## config.mk

```make
export PLATFORM = sky130hd
export DESIGN_NAME = trq_tracker
export DESIGN_NICKNAME = d
export VERILOG_FILES = /design/src/rtl/trq_pkg.sv /design/src/rtl/trq_stage_ctrl.sv /design/src/rtl/trq_dst_fifo.sv /design/src/rtl/trq_wr_counter.sv /design/src/rtl/trq_irq_regs.sv /design/src/rtl/trq_tracker.sv
export SDC_FILE = /design/constraint.sdc
export NUM_CORES = 1
export LEC_CHECK = 0
export BUFFER_PORTS_ARGS = -buffer_cell sky130_fd_sc_hd__clkbuf_2
export CORE_ASPECT_RATIO = 1.2
export CORE_UTILIZATION = 40
export CTS_CLUSTER_DIAMETER = 150
export DETAILED_ROUTE_END_ITERATION = 16
export PLACE_DENSITY = 0.78
export SYNTH_ARGS = -nofsm -noshare
export SYNTH_HDL_FRONTEND = slang
export SYNTH_SLANG_ARGS = --single-unit
```

## constraint.sdc

```tcl
create_clock -name clk -period 3.1 [get_ports clk]
set_clock_uncertainty 0.2 [all_clocks]
set_input_delay 0.62 -clock clk [delete_from_list [all_inputs] [get_ports clk]]
set_output_delay 0.62 -clock clk [all_outputs]
set_load 0.01 [all_outputs]
```

## src/rtl/trq_pkg.sv

```systemverilog
package trq_pkg;
  localparam int REG_W = 32;

  typedef enum logic [1:0] {
    RA_STATUS  = 2'd0,
    RA_INTSTAT = 2'd1,
    RA_INTCLR  = 2'd2,
    RA_SPARE   = 2'd3
  } reg_addr_e;

  // interrupt bit positions (decoded by software)
  localparam int IRQ_EMPTY_BIT = 0;
  localparam int IRQ_DONE_BIT  = 1;
  localparam int IRQ_N         = 2;

  // status word layout
  localparam int ST_PROG_BIT = 0;
  localparam int ST_SRC_BIT  = 1;
  localparam int ST_WPND_BIT = 2;
  localparam int ST_CNT_LSB  = 4;
endpackage

```

## src/rtl/trq_stage_ctrl.sv

```systemverilog
module trq_stage_ctrl #(
  parameter int WCNT_W = 4
) (
  input  logic              clk,
  input  logic              rst_n,
  input  logic              tr_valid,
  input  logic [WCNT_W-1:0] tr_wcnt,
  output logic              tr_ready,
  input  logic              rd_valid,
  output logic              rd_ready,
  input  logic              fifo_full,
  output logic              prog_busy,
  output logic              src_busy,
  output logic [WCNT_W-1:0] src_wcnt,
  output logic              rd_fire,
  output logic              prog_empty_evt
);
  logic              prog_q, src_q;
  logic [WCNT_W-1:0] prog_wcnt_q, src_wcnt_q;
  logic              tr_fire, advance;

  assign tr_ready       = !prog_q;
  assign tr_fire        = tr_valid && tr_ready;
  assign advance        = prog_q && !src_q && !fifo_full;
  assign rd_ready       = src_q && !fifo_full;
  assign rd_fire        = rd_valid && rd_ready;
  assign prog_empty_evt = advance;

  always_ff @(posedge clk or negedge rst_n) begin
    if (!rst_n) begin
      prog_q      <= 1'b0;
      prog_wcnt_q <= '0;
    end else if (tr_fire) begin
      prog_q      <= 1'b1;
      prog_wcnt_q <= tr_wcnt;
    end else if (advance) begin
      prog_q      <= 1'b0;
    end
  end

  always_ff @(posedge clk or negedge rst_n) begin
    if (!rst_n) begin
      src_q      <= 1'b0;
      src_wcnt_q <= '0;
    end else if (advance) begin
      src_q      <= 1'b1;
      src_wcnt_q <= prog_wcnt_q;
    end else if (rd_fire) begin
      src_q      <= 1'b0;
    end
  end

  assign prog_busy = prog_q;
  assign src_busy  = src_q;
  assign src_wcnt  = src_wcnt_q;
endmodule

```

## src/rtl/trq_dst_fifo.sv

```systemverilog
module trq_dst_fifo #(
  parameter int DEPTH  = 4,
  parameter int WCNT_W = 4,
  localparam int CNT_W = $clog2(DEPTH + 1),
  localparam int PTR_W = (DEPTH > 1) ? $clog2(DEPTH) : 1
) (
  input  logic              clk,
  input  logic              rst_n,
  input  logic              push,
  input  logic [WCNT_W-1:0] push_wcnt,
  input  logic              stat,
  output logic [CNT_W-1:0]  count,
  output logic              full,
  output logic              empty,
  output logic              pop
);
  localparam logic [WCNT_W-1:0] ONE    = WCNT_W'(1);
  localparam logic [PTR_W-1:0]  LASTP  = PTR_W'(DEPTH - 1);
  localparam logic [CNT_W-1:0]  FULLC  = CNT_W'(DEPTH);

  logic [WCNT_W-1:0] rem_q [DEPTH];
  logic [PTR_W-1:0]  head_q, tail_q;
  logic [CNT_W-1:0]  cnt_q;
  logic [WCNT_W-1:0] load_val;
  logic              stat_hit;

  function automatic logic [PTR_W-1:0] nxt(input logic [PTR_W-1:0] p);
    return (p == LASTP) ? '0 : p + PTR_W'(1);
  endfunction

  assign full     = (cnt_q == FULLC);
  assign empty    = (cnt_q == '0);
  assign load_val = (push_wcnt == '0) ? ONE : push_wcnt;
  assign stat_hit = stat && !empty;
  assign pop      = stat_hit && (rem_q[head_q] == ONE);

  for (genvar i = 0; i < DEPTH; i++) begin : g_slot
    always_ff @(posedge clk or negedge rst_n) begin
      if (!rst_n)
        rem_q[i] <= '0;
      else if (push && !full && tail_q == PTR_W'(i))
        rem_q[i] <= load_val;
      else if (stat_hit && head_q == PTR_W'(i))
        rem_q[i] <= rem_q[i] - ONE;
    end
  end

  always_ff @(posedge clk or negedge rst_n) begin
    if (!rst_n) begin
      head_q <= '0;
      tail_q <= '0;
      cnt_q  <= '0;
    end else begin
      if (push && !full) tail_q <= nxt(tail_q);
      if (pop)           head_q <= nxt(head_q);
      case ({push && !full, pop})
        2'b10:   cnt_q <= cnt_q + CNT_W'(1);
        2'b01:   cnt_q <= cnt_q - CNT_W'(1);
        default: cnt_q <= cnt_q;
      endcase
    end
  end

  assign count = cnt_q;
endmodule

```

## src/rtl/trq_wr_counter.sv

```systemverilog
module trq_wr_counter #(
  parameter int OUT_W = 6
) (
  input  logic clk,
  input  logic rst_n,
  input  logic issue,
  input  logic stat,
  input  logic fifo_empty,
  output logic issue_ok,
  output logic stat_ok,
  output logic pending
);
  logic [OUT_W-1:0] cnt_q;

  assign issue_ok = issue && !fifo_empty && (cnt_q != '1);
  assign stat_ok  = stat && !fifo_empty && (cnt_q != '0);
  assign pending  = (cnt_q != '0);

  always_ff @(posedge clk or negedge rst_n) begin
    if (!rst_n)
      cnt_q <= '0;
    else
      case ({issue_ok, stat_ok})
        2'b10:   cnt_q <= cnt_q + OUT_W'(1);
        2'b01:   cnt_q <= cnt_q - OUT_W'(1);
        default: cnt_q <= cnt_q;
      endcase
  end
endmodule

```

## src/rtl/trq_irq_regs.sv

```systemverilog
module trq_irq_regs #(
  parameter int N = 2
) (
  input  logic         clk,
  input  logic         rst_n,
  input  logic [N-1:0] set_vec,
  input  logic [N-1:0] clr_vec,
  output logic [N-1:0] flags,
  output logic         irq
);
  logic [N-1:0] flag_q;

  for (genvar i = 0; i < N; i++) begin : g_bit
    always_ff @(posedge clk or negedge rst_n) begin
      if (!rst_n)          flag_q[i] <= 1'b0;
      else if (set_vec[i]) flag_q[i] <= 1'b1;
      else if (clr_vec[i]) flag_q[i] <= 1'b0;
    end
  end

  assign flags = flag_q;
  assign irq   = |flag_q;
endmodule

```

## src/rtl/trq_tracker.sv

```systemverilog
module trq_tracker #(
  parameter int FIFO_DEPTH = 4,
  parameter int WCNT_W     = 4,
  parameter int OUT_W      = 6
) (
  input  logic              clk,
  input  logic              rst_n,
  input  logic              tr_valid,
  output logic              tr_ready,
  input  logic [WCNT_W-1:0] tr_wcnt,
  input  logic              rd_valid,
  output logic              rd_ready,
  input  logic              wr_issue,
  input  logic              wr_stat,
  input  logic              reg_wr,
  input  logic [1:0]        reg_addr,
  input  logic [31:0]       reg_wdata,
  output logic [31:0]       reg_rdata,
  output logic              irq
);
  import trq_pkg::*;
  localparam int FCNT_W = $clog2(FIFO_DEPTH + 1);

  logic              prog_busy, src_busy, rd_fire, prog_empty_evt;
  logic [WCNT_W-1:0] src_wcnt;
  logic [FCNT_W-1:0] fifo_count;
  logic              fifo_full, fifo_empty, fifo_pop;
  logic              issue_ok, stat_ok, wr_pending;
  logic [IRQ_N-1:0]  set_vec, clr_vec, int_flags;
  logic [REG_W-1:0]  status_w, intstat_w;
  logic              tr_fire;

  assign tr_fire = tr_valid && tr_ready;

  trq_stage_ctrl #(.WCNT_W(WCNT_W)) i_stage (
    .clk, .rst_n, .tr_valid, .tr_wcnt, .tr_ready, .rd_valid, .rd_ready,
    .fifo_full, .prog_busy, .src_busy, .src_wcnt, .rd_fire, .prog_empty_evt
  );

  trq_dst_fifo #(.DEPTH(FIFO_DEPTH), .WCNT_W(WCNT_W)) i_fifo (
    .clk, .rst_n, .push(rd_fire), .push_wcnt(src_wcnt), .stat(stat_ok),
    .count(fifo_count), .full(fifo_full), .empty(fifo_empty), .pop(fifo_pop)
  );

  trq_wr_counter #(.OUT_W(OUT_W)) i_wcnt (
    .clk, .rst_n, .issue(wr_issue), .stat(wr_stat), .fifo_empty,
    .issue_ok, .stat_ok, .pending(wr_pending)
  );

  always_comb begin
    set_vec                = '0;
    set_vec[IRQ_EMPTY_BIT] = prog_empty_evt;
    set_vec[IRQ_DONE_BIT]  = fifo_pop;
    clr_vec = (reg_wr && reg_addr == RA_INTCLR) ? reg_wdata[IRQ_N-1:0] : '0;
  end

  trq_irq_regs #(.N(IRQ_N)) i_irq (
    .clk, .rst_n, .set_vec, .clr_vec, .flags(int_flags), .irq
  );

  always_comb begin
    status_w                         = '0;
    status_w[ST_PROG_BIT]            = prog_busy;
    status_w[ST_SRC_BIT]             = src_busy;
    status_w[ST_WPND_BIT]            = wr_pending;
    status_w[ST_CNT_LSB +: FCNT_W]   = fifo_count;
    intstat_w                        = '0;
    intstat_w[IRQ_N-1:0]             = int_flags;
    case (reg_addr)
      RA_STATUS:  reg_rdata = status_w;
      RA_INTSTAT: reg_rdata = intstat_w;
      default:    reg_rdata = '0;
    endcase
  end
endmodule

```

==> run metrics, run 1 <==
Nets approximately 360; Syn Area/Cell around 10 um^2; initial antenna violation count 0; yosys warns 0; FFs w/ async S/R, synth 100%; CTS tree built; number of buffers inserted by hold repair at cts 0; Final Wtd Congestion 0.804; routed len/inst roughly 13 um; vias ~1800; critical path required time between 3 and 4 ns; Rel. slew slack 32.3%; post-synth top area share 39.6%; Tightest Pin Transition just over 1 ns; final hold vios 0; FP Rows 31; worst hold path class in2async; vias in the first global route ~1900; hpwl dp roughly 3.5 mm; Layout area overhead 10.2%; # resized after CTS 0; Post-CTS Setup Inserts 0; clock tree buffer depth 2; Pwr Total ~2.9 mW; DIE WIDTH 75.5 um; Mapped Cells 264; fin crit share ~92%; global-route wire length before repair around 8.0 mm; critical path class reg2reg; Reg clk slew, reported paths roughly 0.080 ns; count leader, synth dfrtp_1; Leak about 1.4 nW; routed vias/inst slightly below 5; ANT nets after route 0; I/O Pins 80; leading cell types by count after synthesis 41 x dfrtp_1, 26 x buf_4, 21 x nor2_1; Root Buffer clkbuf_8; dominant cells by area after synthesis dfrtp_1 40%, ha_1 7.7%, buf_4 7.5%, xor2_1 5.7%, mux2i_1 4.2%; #FFs+latches synth 41; PD cells around 1000 mW/mm^2; setup violators final 0; Starting Density between 40% and 50%; filler instances approximately 570; critical path data arrival time roughly 2.9 ns; maximum vdd drop 0.721 mV; Post-DP Area about 0.0027 mm^2; CTS sink count 41; gr usage total 15.1%; outcome finished clean; Cell variety after synth 37; CP endpoint kind flop; ys flop type dfrtp_1; dominant cell type by area after synthesis dfrtp_1; f_max ~0.35 GHz; startpoint types flop; Port Buffer Count 23; GR Overflow Total 0; number of buffers created by CTS 5; die area roughly 0.007 mm^2; diodes inserted 0; TritonRoute pass-1 iters 4; Slew Limit Fails 0; fin area roughly 0.0029 mm^2; die height 90.2 um; synthesized cell area approximately 0.0026 mm^2; RSZ-0062 raised after global routing no; sequential share of the synthesized area just under 40%; DRT Wirelength between 4 and 5 mm; post-route setup TNS 0 ns; initial DRC count 28; Core Region 0.00613 mm^2; fin crit period between 2 and 3 ns; Post-synth EDFFs 0; layout cells sized above 1 19.4%; CP Max Fanout 6; CTS H-tree lvls 2; DRC 0; worst skew pair latency 0.29 ns; max-cap violations 0; largest net degree at the start of global routing 42
==> kinds of logic (layout without fill, tap and decap cells) <==
kind of cell    count (synthesis)  after routing  synth area share (%)
mux                            25             25                  10.9
xor+xnor                       23             23                  7.77
flops                          41             41                  39.6
compound gates                 27             27                  6.61
simple gates                   79             79                  15.1
other cells                     1             26                 0.145
buf+inv                        51             56                  11.4
fa+ha+maj                      17             17                  8.49
==> registers in the layout (all words and copies together), names as in the netlist <==
signal and flops:
i_fifo.rem_q 16, i_fifo.tail_q 2, i_stage.src_busy 1, i_stage.prog_wcnt_q 4, i_fifo.count 3, i_irq.flags 2, i_stage.src_wcnt 4, i_stage.prog_busy 1
i_wcnt.cnt_q 6, i_fifo.head_q 2
==> power by group <==
group	total, mW	switching (mW)	internal, mW
combinational	1.26	0.651	0.613
clock	0.502	0.183	0.320
sequential	1.09	0.272	0.814
total	2.85	1.11	1.75
==> worst max-delay path, stage by stage, from the launching register on <==
cell and delay (ns):
dfrtp_1 0.45, or4_4 0.57, o311a_4 0.36, ha_1 0.23
xor2_1 0.14, ha_1 0.18, inv_1 0.06, nor3b_1 0.19
o21ai_0 0.11, a21oi_1 0.16, xor2_1 0.15
==> final timing paths <==
path	from	to	slack, ns	cells after the start
min in group clk	i_stage.prog_wcnt_q[1]	i_stage.src_wcnt[1]	0.31	1
min reg2reg	i_stage.prog_wcnt_q[1]	i_stage.src_wcnt[1]	0.31	1
max	i_wcnt.cnt_q[3]	i_wcnt.cnt_q[4]	0.25	10
min	rst_n	i_wcnt.cnt_q[4]	0.29	1
max in group asynchronous	rst_n	i_fifo.rem_q[11]	1.78	1
max reg2reg	i_wcnt.cnt_q[3]	i_wcnt.cnt_q[4]	0.25	10
==> final cells by class <==
class | count | area, um^2 | share of cell area [%]
multi-input cells | 197 | 1370 | 47.7
clock inverters | 3 | 65.1 | 2.28
repair buffers | 29 | 160 | 5.60
flip-flops and latches | 41 | 1030 | 35.9
clock buffers | 5 | 68.8 | 2.41
inverters | 19 | 71.3 | 2.49
well taps | 82 | 103 | 3.59
==> metal layers <==
metal / up-vias / wire length (um) / GRT usage, %
met5: - / 0 / 0
met4: 0 / 76 / 5.71
met3: 6 / 120 / 2.47
met2: 50 / 2560 / 27.2
met1: 892 / 1950 / 17.1
li1: 889 / - / -
==> layout by cell type (no fill, tap or decap), types with 11 or more instances in the layout <==
master	netlist	layout
nor2_1	21	21
mux2i_1	11	11
ha_1	16	16
xor2_1	17	17
a21oi_1	14	14
clkbuf_2	0	23
inv_1	19	19
nand3_1	12	12
nand2_1	15	15
dfrtp_1	41	41
conb_1	1	26
==> per-stage QoR <==
stage                     cells  hold slack [ns]  setup WS [ns]  utilization (%)
after global routing        376            0.319         0.0977             46.7
after global placement      368            0.274          0.330             44.5
after detailed placement    368            0.290          0.228             44.5
after CTS                   376            0.307          0.214             46.7
after floorplan             289            0.124         0.0731                -
final                       376            0.291          0.253             46.7
Note: power is estimated with default switching activity, not from simulation.
==> run 2, diff against run 1 <==
--- a/config.mk
+++ b/config.mk
@@ -11,6 +11,7 @@
 export CTS_CLUSTER_DIAMETER = 150
 export DETAILED_ROUTE_END_ITERATION = 16
 export PLACE_DENSITY = 0.78
+export REMOVE_ABC_BUFFERS = 1
 export SYNTH_ARGS = -nofsm -noshare
 export SYNTH_HDL_FRONTEND = slang
 export SYNTH_SLANG_ARGS = --single-unit
==> run metrics, run 2 (synthesis gave the netlist of run 1 again) <==
switching share of power 39.3% (+0.51 points); max-cap violations 0 (unchanged); CP Max Fanout 7 (+1); Final Wtd Congestion 0.783 (-2.6%); GR Overflow Total 0 (unchanged); Starting Density 42.3% (unchanged); die area 0.00681 mm^2 (unchanged); Post-CTS Setup Inserts 0 (unchanged); Rel. slew slack 33.1% (+0.88 points); routed len/inst 11.9 um (-4.7%); critical-path cell list or4_4 -> o311a_4 -> ha_1 -> xor2_1 -> ha_1 -> inv_1 -> nor3b_1 -> o21ai_0 -> a21oi_1 -> xor2_1; TritonRoute pass-1 iters 7 (+3); CP bufs+invs 1 (unchanged); vias in the first global route 1781 (-3.7%); outcome finished clean; worst stage delay on the critical path 0.58 ns (about the same); Comb pwr share 43.6% (-0.7 points); Layout area overhead 8.39%; gr usage total 14.3% (-0.81 points); # resized after CTS 0 (unchanged); setup violators final 0 (unchanged); Tightest Pin Transition 1.00 ns (-0.0131 ns); initial antenna violation count 0 (unchanged); Reg with most FFs i_fifo.rem_q; Root Buffer clkbuf_8; hpwl dp 3.38 mm (-2.4%); fin crit period 2.86 ns (+0.0158 ns); DRT Wirelength 4.44 mm (-5.7%); Core Region 0.00613 mm^2 (unchanged); DRC 0 (unchanged); critical path class reg2reg; Worst path slowest cell or4_4; critical path required time 3.12 ns (about the same); global-route wire length before repair 7.54 mm (-5.7%); CTS tree built; Sequential Power Share 40.3% (+2.2 points); number of buffers inserted by hold repair at cts 0 (unchanged); Leak 1.38 nW (-2.0%); ANT nets after route 0 (unchanged); clock tree buffer depth 2 (unchanged); reg2reg path depth 10 (unchanged); die height 90.2 um (unchanged); CP Depth 10 (unchanged); initial DRC count 62 (+120%); final hold vios 0 (unchanged); switching pwr 1.07 mW (-2.9%); Nets 351 (-1.1%); most common cell after layout, fill and taps aside dfrtp_1; RSZ-0062 raised after global routing no; Reg clk slew, reported paths 0.08 ns (about the same); Port Buffer Count 23 (unchanged); post-route setup TNS 0 ns (unchanged); largest net degree at the start of global routing 42 (unchanged); Int Pwr 1.66 mW (-5.0%); CP endpoint kind flop; Largest regs i_fifo.rem_q x16, i_wcnt.cnt_q x6; f_max 0.349 GHz (-0.55%); startpoint types flop; routed vias/inst 4.95 (+1.3%); cell family contributing the most delay on the critical path simple AND/OR/NAND/NOR gates; DIE WIDTH 75.5 um (unchanged); clock power share 16.1% (-1.5 points); diodes inserted 0 (unchanged); I/O Pins 80 (unchanged); layout cells sized above 1 17.9% (-1.5 points); Largest register FFs 16 (unchanged); most frequent cells in the layout 41 x dfrtp_1, 26 x conb_1, 23 x clkbuf_2, 21 x nor2_1, 19 x inv_1; worst hold path class in2async; worst skew pair latency 0.29 ns (about the same); maximum vdd drop 0.526 mV (-27%); number of buffers created by CTS 5 (unchanged); fin crit share 92.3% (+0.51 points); fin util 45.9% (-0.78 points); FP Rows 31 (unchanged); critical path data arrival time 2.89 ns (+0.02 ns); CTS sink count 41 (unchanged); PD cells 972 mW/mm^2 (-2.6%); vias 1841 (+0.22%); CTS H-tree lvls 2 (unchanged); Slew Limit Fails 0 (unchanged)
## run 2: cell types whose count changed in the layout (fill, tap and decap cells not counted)
cell,previous run,this run
buf_4,6,2
clkinv_2,1,0
clkbuf_1,0,1
bufinv_16,2,1
clkbuf_8,5,6
## run 2: routing by layer
layer / wire length, um / up-vias / share of wire [%] / GRT usage, %
met5: 0 / - / 0 / 0
met4: 86 / 0 / 1.9 / 4.94
met3: 154 / 10 / 3.5 / 3.36
met2: 2390 / 49 / 54 / 25.6
met1: 1810 / 901 / 41 / 15.9
li1: - / 881 / - / -
## run 2: stage by stage
stage / std cells / total power [mW] / setup slack [ns] / hold WS (ns) / instance area (um^2)
5_1_grt: 372 / 2.97 / 0.0811 / 0.326 / 2810
6_report: 372 / 2.73 / 0.237 / 0.278 / 2810
3_3_place_gp: 364 / 2.23 / 0.294 / 0.279 / 2700
2_1_floorplan: 257 / 1.99 / 0.230 / 0.124 / 2460
3_5_place_dp: 364 / 2.31 / 0.232 / 0.282 / 2700
4_1_cts: 372 / 2.76 / 0.223 / 0.299 / 2810
## run 2: power by group through the flow
stage          clock, mW  sequential, mW  combinational [mW]
2_1_floorplan          0            1.03               0.959
3_5_place_dp           0            1.11                1.20
4_1_cts            0.450            1.10                1.21
3_3_place_gp           0            1.09                1.14
6_report           0.440            1.10                1.19
5_1_grt            0.466            1.15                1.35
## run 2: final timing paths
kind	slack, ns	startpoint	end
max	0.24	i_wcnt.cnt_q[2]	i_wcnt.cnt_q[4]
min	0.28	rst_n	i_wcnt.cnt_q[4]
max reg2reg	0.24	i_wcnt.cnt_q[2]	i_wcnt.cnt_q[4]
min reg2reg	0.30	i_irq.flags[1]	i_irq.flags[1]
max in group asynchronous	1.79	rst_n	i_fifo.rem_q[5]
min in group clk	0.30	i_irq.flags[1]	i_irq.flags[1]
## run 2: area by class of cell
type,count,area [um^2]
multi-input combinational,197,1370
clock buffer,7,86.3
timing repair buffer,25,130
inverter,19,71.3
clock inverter,1,30.0
fill,594,3320
sequential,41,1030
tap,82,103
## run 2: worst reg2reg max path, delay by kind of cell, from the launching register on
family | cells | cell delay [ns]
and+or+nand+nor | 2 | 0.73
AOI/OAI and AO/OA | 3 | 0.61
DFF | 1 | 0.46
adders and majority gates | 2 | 0.42
xor gates and xnor gates | 2 | 0.32
buffers and inverters | 1 | 0.06
